[src/rtl/seq_pkg.sv]
package seq_pkg;
  typedef enum logic [2:0] {
    ST_IDLE = 3'd0,
    ST_LOAD = 3'd1,
    ST_SEND = 3'd2,
    ST_WAIT = 3'd3,
    ST_DONE = 3'd4
  } seq_state_e;
endpackage

[src/rtl/seq_timer.sv]
module seq_timer #(
  parameter int TIMEOUT_CYC = 50000
) (
  input  logic clk,
  input  logic rst_n,
  input  logic launch,
  input  logic run,
  output logic expired
);
  localparam int CW = (TIMEOUT_CYC > 1) ? $clog2(TIMEOUT_CYC) : 1;
  localparam logic [CW-1:0] LAST = CW'(TIMEOUT_CYC - 1);

  logic [CW-1:0] cnt_q, cnt_d;
  logic          cnt_en;

  assign expired = (cnt_q == LAST);
  assign cnt_en  = launch | (run & ~expired);

  always_comb begin
    if (launch) cnt_d = '0;
    else        cnt_d = cnt_q + CW'(1);
  end

  always_ff @(posedge clk or negedge rst_n) begin
    if (!rst_n)      cnt_q <= '0;
    else if (cnt_en) cnt_q <= cnt_d;
  end
endmodule

[src/rtl/seq_fsm.sv]
module seq_fsm
  import seq_pkg::*;
(
  input  logic clk,
  input  logic rst_n,
  input  logic go,
  input  logic cmd_empty,
  input  logic tx_ready,
  input  logic rx_valid,
  input  logic tmo,
  output logic cmd_pop,
  output logic sending,
  output logic waiting,
  output logic launch,
  output logic tmo_evt,
  output logic clr,
  output logic busy
);
  seq_state_e st_q, st_d;

  always_comb begin
    st_d = st_q;
    unique case (st_q)
      ST_IDLE: if (go) st_d = ST_LOAD;
      ST_LOAD: st_d = cmd_empty ? ST_DONE : ST_SEND;
      ST_SEND: if (tx_ready) st_d = ST_WAIT;
      ST_WAIT: if (rx_valid || tmo) st_d = ST_LOAD;
      ST_DONE: st_d = ST_IDLE;
      default: st_d = ST_IDLE;
    endcase
  end

  always_ff @(posedge clk or negedge rst_n) begin
    if (!rst_n) st_q <= ST_IDLE;
    else        st_q <= st_d;
  end

  assign cmd_pop = (st_q == ST_LOAD) & ~cmd_empty;
  assign sending = (st_q == ST_SEND);
  assign waiting = (st_q == ST_WAIT);
  assign launch  = sending & tx_ready;
  assign tmo_evt = waiting & ~rx_valid & tmo;
  assign clr     = (st_q == ST_IDLE) & go;
  assign busy    = (st_q == ST_LOAD) | sending | waiting;
endmodule

[src/rtl/seq_rsp_fifo.sv]
module seq_rsp_fifo #(
  parameter int W     = 9,
  parameter int DEPTH = 8
) (
  input  logic         clk,
  input  logic         rst_n,
  input  logic         push,
  input  logic [W-1:0] wdata,
  input  logic         pop,
  output logic         valid,
  output logic [W-1:0] rdata
);
  localparam int AW = (DEPTH > 1) ? $clog2(DEPTH) : 1;

  logic [W-1:0] mem [DEPTH];
  logic [AW:0]  wp_q, rp_q;
  logic         full, empty, do_wr, do_rd;

  assign empty = (wp_q == rp_q);
  assign full  = (wp_q[AW-1:0] == rp_q[AW-1:0]) & (wp_q[AW] != rp_q[AW]);
  assign do_wr = push & ~full;
  assign do_rd = pop & ~empty;
  assign valid = ~empty;
  assign rdata = mem[rp_q[AW-1:0]];

  always_ff @(posedge clk) begin
    if (do_wr) mem[wp_q[AW-1:0]] <= wdata;
  end

  always_ff @(posedge clk or negedge rst_n) begin
    if (!rst_n) begin
      wp_q <= '0;
      rp_q <= '0;
    end else begin
      if (do_wr) wp_q <= wp_q + 1'b1;
      if (do_rd) rp_q <= rp_q + 1'b1;
    end
  end
endmodule

[src/rtl/cmd_batch_seq.sv]
module cmd_batch_seq #(
  parameter int CMD_W       = 32,
  parameter int RSP_W       = 32,
  parameter int TIMEOUT_CYC = 50000,
  parameter int RSP_DEPTH   = 8,
  parameter int CNT_W       = 8
) (
  input  logic             clk,
  input  logic             rst_n,
  input  logic             batch_go,
  input  logic             host_req,
  output logic             host_wait,
  input  logic             cmd_empty,
  input  logic [CMD_W-1:0] cmd_data,
  output logic             cmd_pop,
  output logic             tx_valid,
  input  logic             tx_ready,
  output logic [CMD_W-1:0] tx_data,
  input  logic             rx_valid,
  input  logic [RSP_W-1:0] rx_data,
  output logic             rsp_valid,
  input  logic             rsp_pop,
  output logic [RSP_W-1:0] rsp_data,
  output logic             rsp_late,
  output logic [CNT_W-1:0] to_count,
  output logic             to_flag
);
  localparam int EW = RSP_W + 1;

  logic waiting, launch, tmo, tmo_evt, clr, busy;
  logic [CMD_W-1:0] frame_q;
  logic [EW-1:0]    rsp_word;
  logic [CNT_W-1:0] cnt_q, cnt_d;
  logic             flag_q, flag_d, stat_en;

  seq_fsm u_fsm (
    .clk(clk), .rst_n(rst_n), .go(batch_go), .cmd_empty(cmd_empty),
    .tx_ready(tx_ready), .rx_valid(rx_valid), .tmo(tmo),
    .cmd_pop(cmd_pop), .sending(tx_valid), .waiting(waiting),
    .launch(launch), .tmo_evt(tmo_evt), .clr(clr), .busy(busy)
  );

  seq_timer #(.TIMEOUT_CYC(TIMEOUT_CYC)) u_tmr (
    .clk(clk), .rst_n(rst_n), .launch(launch), .run(waiting), .expired(tmo)
  );

  seq_rsp_fifo #(.W(EW), .DEPTH(RSP_DEPTH)) u_rsp (
    .clk(clk), .rst_n(rst_n), .push(rx_valid),
    .wdata({~waiting, rx_data}), .pop(rsp_pop),
    .valid(rsp_valid), .rdata(rsp_word)
  );

  // frame holding register, loaded on each buffer pop
  always_ff @(posedge clk or negedge rst_n) begin
    if (!rst_n)       frame_q <= '0;
    else if (cmd_pop) frame_q <= cmd_data;
  end

  // timeout statistics: cleared by an accepted start, bumped per abandoned command
  assign stat_en = clr | tmo_evt;

  always_comb begin
    if (clr) begin
      cnt_d  = '0;
      flag_d = 1'b0;
    end else begin
      cnt_d  = (&cnt_q) ? cnt_q : cnt_q + CNT_W'(1);
      flag_d = 1'b1;
    end
  end

  always_ff @(posedge clk or negedge rst_n) begin
    if (!rst_n) begin
      cnt_q  <= '0;
      flag_q <= 1'b0;
    end else if (stat_en) begin
      cnt_q  <= cnt_d;
      flag_q <= flag_d;
    end
  end

  assign tx_data   = frame_q;
  assign host_wait = host_req & busy;
  assign rsp_data  = rsp_word[RSP_W-1:0];
  assign rsp_late  = rsp_word[RSP_W];
  assign to_count  = cnt_q;
  assign to_flag   = flag_q;
endmodule

[config.mk]
export PLATFORM = sky130hd
export DESIGN_NAME = cmd_batch_seq
export DESIGN_NICKNAME = d
export VERILOG_FILES = /design/src/rtl/seq_pkg.sv /design/src/rtl/seq_timer.sv /design/src/rtl/seq_fsm.sv /design/src/rtl/seq_rsp_fifo.sv /design/src/rtl/cmd_batch_seq.sv
export SDC_FILE = /design/constraint.sdc
export NUM_CORES = 1
export LEC_CHECK = 0
export BUFFER_PORTS_ARGS = -buffer_cell sky130_fd_sc_hd__buf_4
export CORE_AREA = 2 2 154 156
export DETAILED_ROUTE_END_ITERATION = 10
export DIE_AREA = 0 0 156 158
export PLACE_DENSITY = 0.79
export SYNTH_ARGS = -nofsm -noshare
export SYNTH_HDL_FRONTEND = slang
export SYNTH_SLANG_ARGS = --single-unit
[constraint.sdc]
create_clock -name clk -period 5.7 [get_ports clk]
set_clock_uncertainty 0.1 [all_clocks]
set_input_delay 0.57 -clock clk [delete_from_list [all_inputs] [get_ports clk]]
set_output_delay 0.57 -clock clk [all_outputs]
set_load 0.05 [all_outputs]
==> summary.txt <==
CTS
  • Post CTS Setup Buffer Count: 0
  • Hold-fix buffers, CTS: 0
  • PostCTS Resize Cnt: 0
  • Htree depth: 2
  • CTS tree: done
  • CTS root buffer: clkbuf_16
  • CTS Buffer Depth: 3
  • Clock Latency Late Sink: approximately 0.50 ns
  • Clk sinks: about 330
  • Total CTS buffers: 34
  • Worst-path clk slew: 0.06 ns

Critical path
  • End of the worst register-to-register path: u_rsp.mem[1][22]$_DFFE_PP_
  • Critical Path Source Type: register
  • Data arrival, critical path: roughly 3.2 ns
  • Reg-to-Reg Start: u_rsp.rp_q[2]$_DFFE_PN0P_
  • Worst R2R Path Depth: 4
  • Kind of critical path: register to primary output
  • Worst setup EP type: primary output
  • R2r setup slk: 2.24 ns
  • Worst Path Required: 5.03 ns
  • Crit path max fanout: 44

Pwr
  • Leakage power: 5.56 nW
  • Flop pwr share: 0.380
  • Sw Share: 0.369
  • Net load switching power: between 3 and 4 mW
  • Peak VDD IR: about 0.4 mV
  • Int Power: 5.79 mW
  • Clock Power Share: 0.241
  • Combinational share of power: 0.378
  • Power per cell area: 582 mW/mm²

Timing
  • Max Slew Vio Count: 0
  • Endpoints failing setup: 0
  • Tcrit/Tclk final: 0.669
  • Min Clock Period, post-route: between 3 and 4 ns
  • Worst Tran Pin Value: 1.22 ns
  • Fmax: 262 MHz
  • Worst slew margin: 0.188
  • Final Hold Vio Count: 0
  • Post-route setup TNS: 0 ns
  • RSZ-0062 raised after global routing: no

Synthesis
  • Asr flop ratio synth: 0.205
  • Largest cells by area after synthesis: edfxtp_1 60%, dfrtp_1 13%, mux4_2 11%
  • Most frequent cell after synthesis: edfxtp_1
  • Post-synth cell types: 52
  • Area leader, netlist: edfxtp_1
  • Most used DFF post-synth: edfxtp_1
  • Post-synth EDFFs: 264
  • Syn. warnings: 0
  • Sequential area share after synthesis: 0.731
  • #FFs+latches synth: 332
  • Most instantiated cells after synthesis: 264 x edfxtp_1, 68 x dfrtp_1, 66 x mux2_2, 66 x mux4_2, 19 x nand2_1
  • Synth top area share: 0.602
  • Mean Syn Cell Area: roughly 20 µm²
  • Syn_nets: 746
  • Netlist Area Pre-Place: approximately 0.013 mm²
  • Synth Instances: 670

Worst hold path
  • Worst Hold Class: primary input to asynchronous set/reset pin

Drt
  • Drt total wl: 26.4 mm
  • Number of DRC violations after detailed-routing iteration 0: 470
  • Routed len/inst: 23.0 µm
  • DRC viols: 0
  • Routed vias: 6969
  • Via density: 6.08
  • Final ANT Viol Nets: 0
  • Pre-antenna DRT Iters: 5

Placed design
  • # placed instances: around 1.1k
  • Port buffer count: 149
  • Routability cong.: 0.832
  • Dpl hpwl: 15.9 mm

Die
  • Core Area: 0.0231 mm²
  • Die area: ~0.025 mm²
  • Die Span X: 156 µm
  • Starting Density: 0.571
  • Die H: 158 µm
  • I/O pin total: 150
  • Num rows: 56

Finish
  • Layout area overhead: 19.5%
  • Antenna diodes: 0
  • Final Non-Filler Cells: 1147
  • Share of cells above drive strength 1: 0.421
  • Fin nets: 907

Run
  • Max cap viols: 0

Global route
  • Vias in the first global route: about 7.4k
  • Total gr overflow: 0
  • All-layer global routing usage: 0.220
  • First-pass GRT wire length: approximately 40 mm
  • Largest net degree at the start of global routing: 70
  • Initial antenna violation count: 0

Run status
  • Status: complete, no violations
## critical path, cell delays in order (launching register included)
cell and delay (ns):
dfrtp_4 0.99, buf_4 0.57, mux4_2 0.58, mux2_2 0.27, buf_4 0.19
## power groups by stage
stage               clock, mW  combinational (mW)  sequential (mW)
global placement            0                3.43             3.49
finish                   2.21                3.47             3.48
detailed placement          0                3.49             3.53
floorplan                   0                2.30             3.70
global route             2.36                3.63             3.55
CTS                      2.25                3.51             3.49
## logic make-up after synthesis
group	Yosys count	synth area share
fa+ha+maj	4	0.00380
compound gates	38	0.0199
buf+inv	40	0.0149
xor+xnor	13	0.00864
flops	332	0.731
simple gates	104	0.0472
mux	139	0.175
## state kept, by name, indices dropped and copies added (netlist names)
signal       cells
to_count         8
to_flag          1
tx_data         32
u_fsm.st_q       3
u_rsp.mem      264
u_rsp.rp_q       4
u_rsp.wp_q       4
u_tmr.cnt_q     16
## routing by layer
metal	part of all wire	vias to the layer above	track usage
li1	-	3041	-
met3	0.068	47	0.0485
met4	0.019	0	0.0590
met2	0.50	289	0.373
met5	0	-	0
met1	0.41	3592	0.293
## layout make-up
cell class,instances,area (µm²)
sequential,332,9640
multi-input combinational,298,3410
clock inverter,17,209
inverter,7,28.8
tap,290,363
fill,1422,7310
timing repair buffer,158,1190
clock buffer,45,913
## metrics by stage
| step | instance area, µm² | utilization | hold WS (ns) | worst slack, ns | power, mW |
|---|---|---|---|---|---|
| final | 15700 | 0.683 | 0.0777 | 1.88 | 9.17 |
| after global routing | 15700 | 0.683 | 0.150 | 1.62 | 9.54 |
| after CTS | 15700 | 0.683 | 0.113 | 1.77 | 9.25 |
| after detailed placement | 14600 | 0.634 | 0.394 | 2.24 | 7.02 |
| after global placement | 14600 | 0.634 | 0.384 | 2.36 | 6.92 |
| after floorplan | 13200 | - | 0.174 | 1.66 | 6.00 |
## cells in the final DEF (no fill, tap or decap), types with 4 or more instances in the layout
cell type	count
a21oi_1	13
buf_4	158
bufinv_16	4
clkbuf_1	10
clkbuf_16	35
clkinv_1	4
dfrtp_1	65
edfxtp_1	264
ha_1	4
inv_1	6
mux2_2	66
mux2i_1	7
mux4_2	66
nand2_1	19
nand3_1	16
nand4_1	6
nor2_1	9
nor2_4	5
nor3_1	4
o21ai_0	8
o31ai_1	7
or4_1	9
xnor2_1	5
xor2_1	8
## worst max path at each step
| stage | start | end | slack, ns |
|---|---|---|---|
| global route | u_rsp.rp_q[0]$_DFFE_PN0P_ | rsp_data[18] | 1.62 |
| global placement | u_rsp.rp_q[0]$_DFFE_PN0P_ | rsp_data[9] | 2.36 |
| detailed placement | u_rsp.rp_q[2]$_DFFE_PN0P_ | u_rsp.mem[1][11]$_DFFE_PP_ | 2.24 |
| floorplan | u_rsp.rp_q[2]$_DFFE_PN0P_ | u_rsp.mem[0][0]$_DFFE_PP_ | 1.66 |
| finish | u_rsp.rp_q[0]$_DFFE_PN0P_ | rsp_data[13] | 1.88 |
| CTS | u_rsp.rp_q[0]$_DFFE_PN0P_ | rsp_data[9] | 1.77 |
Power figures use the tool's default switching activity.
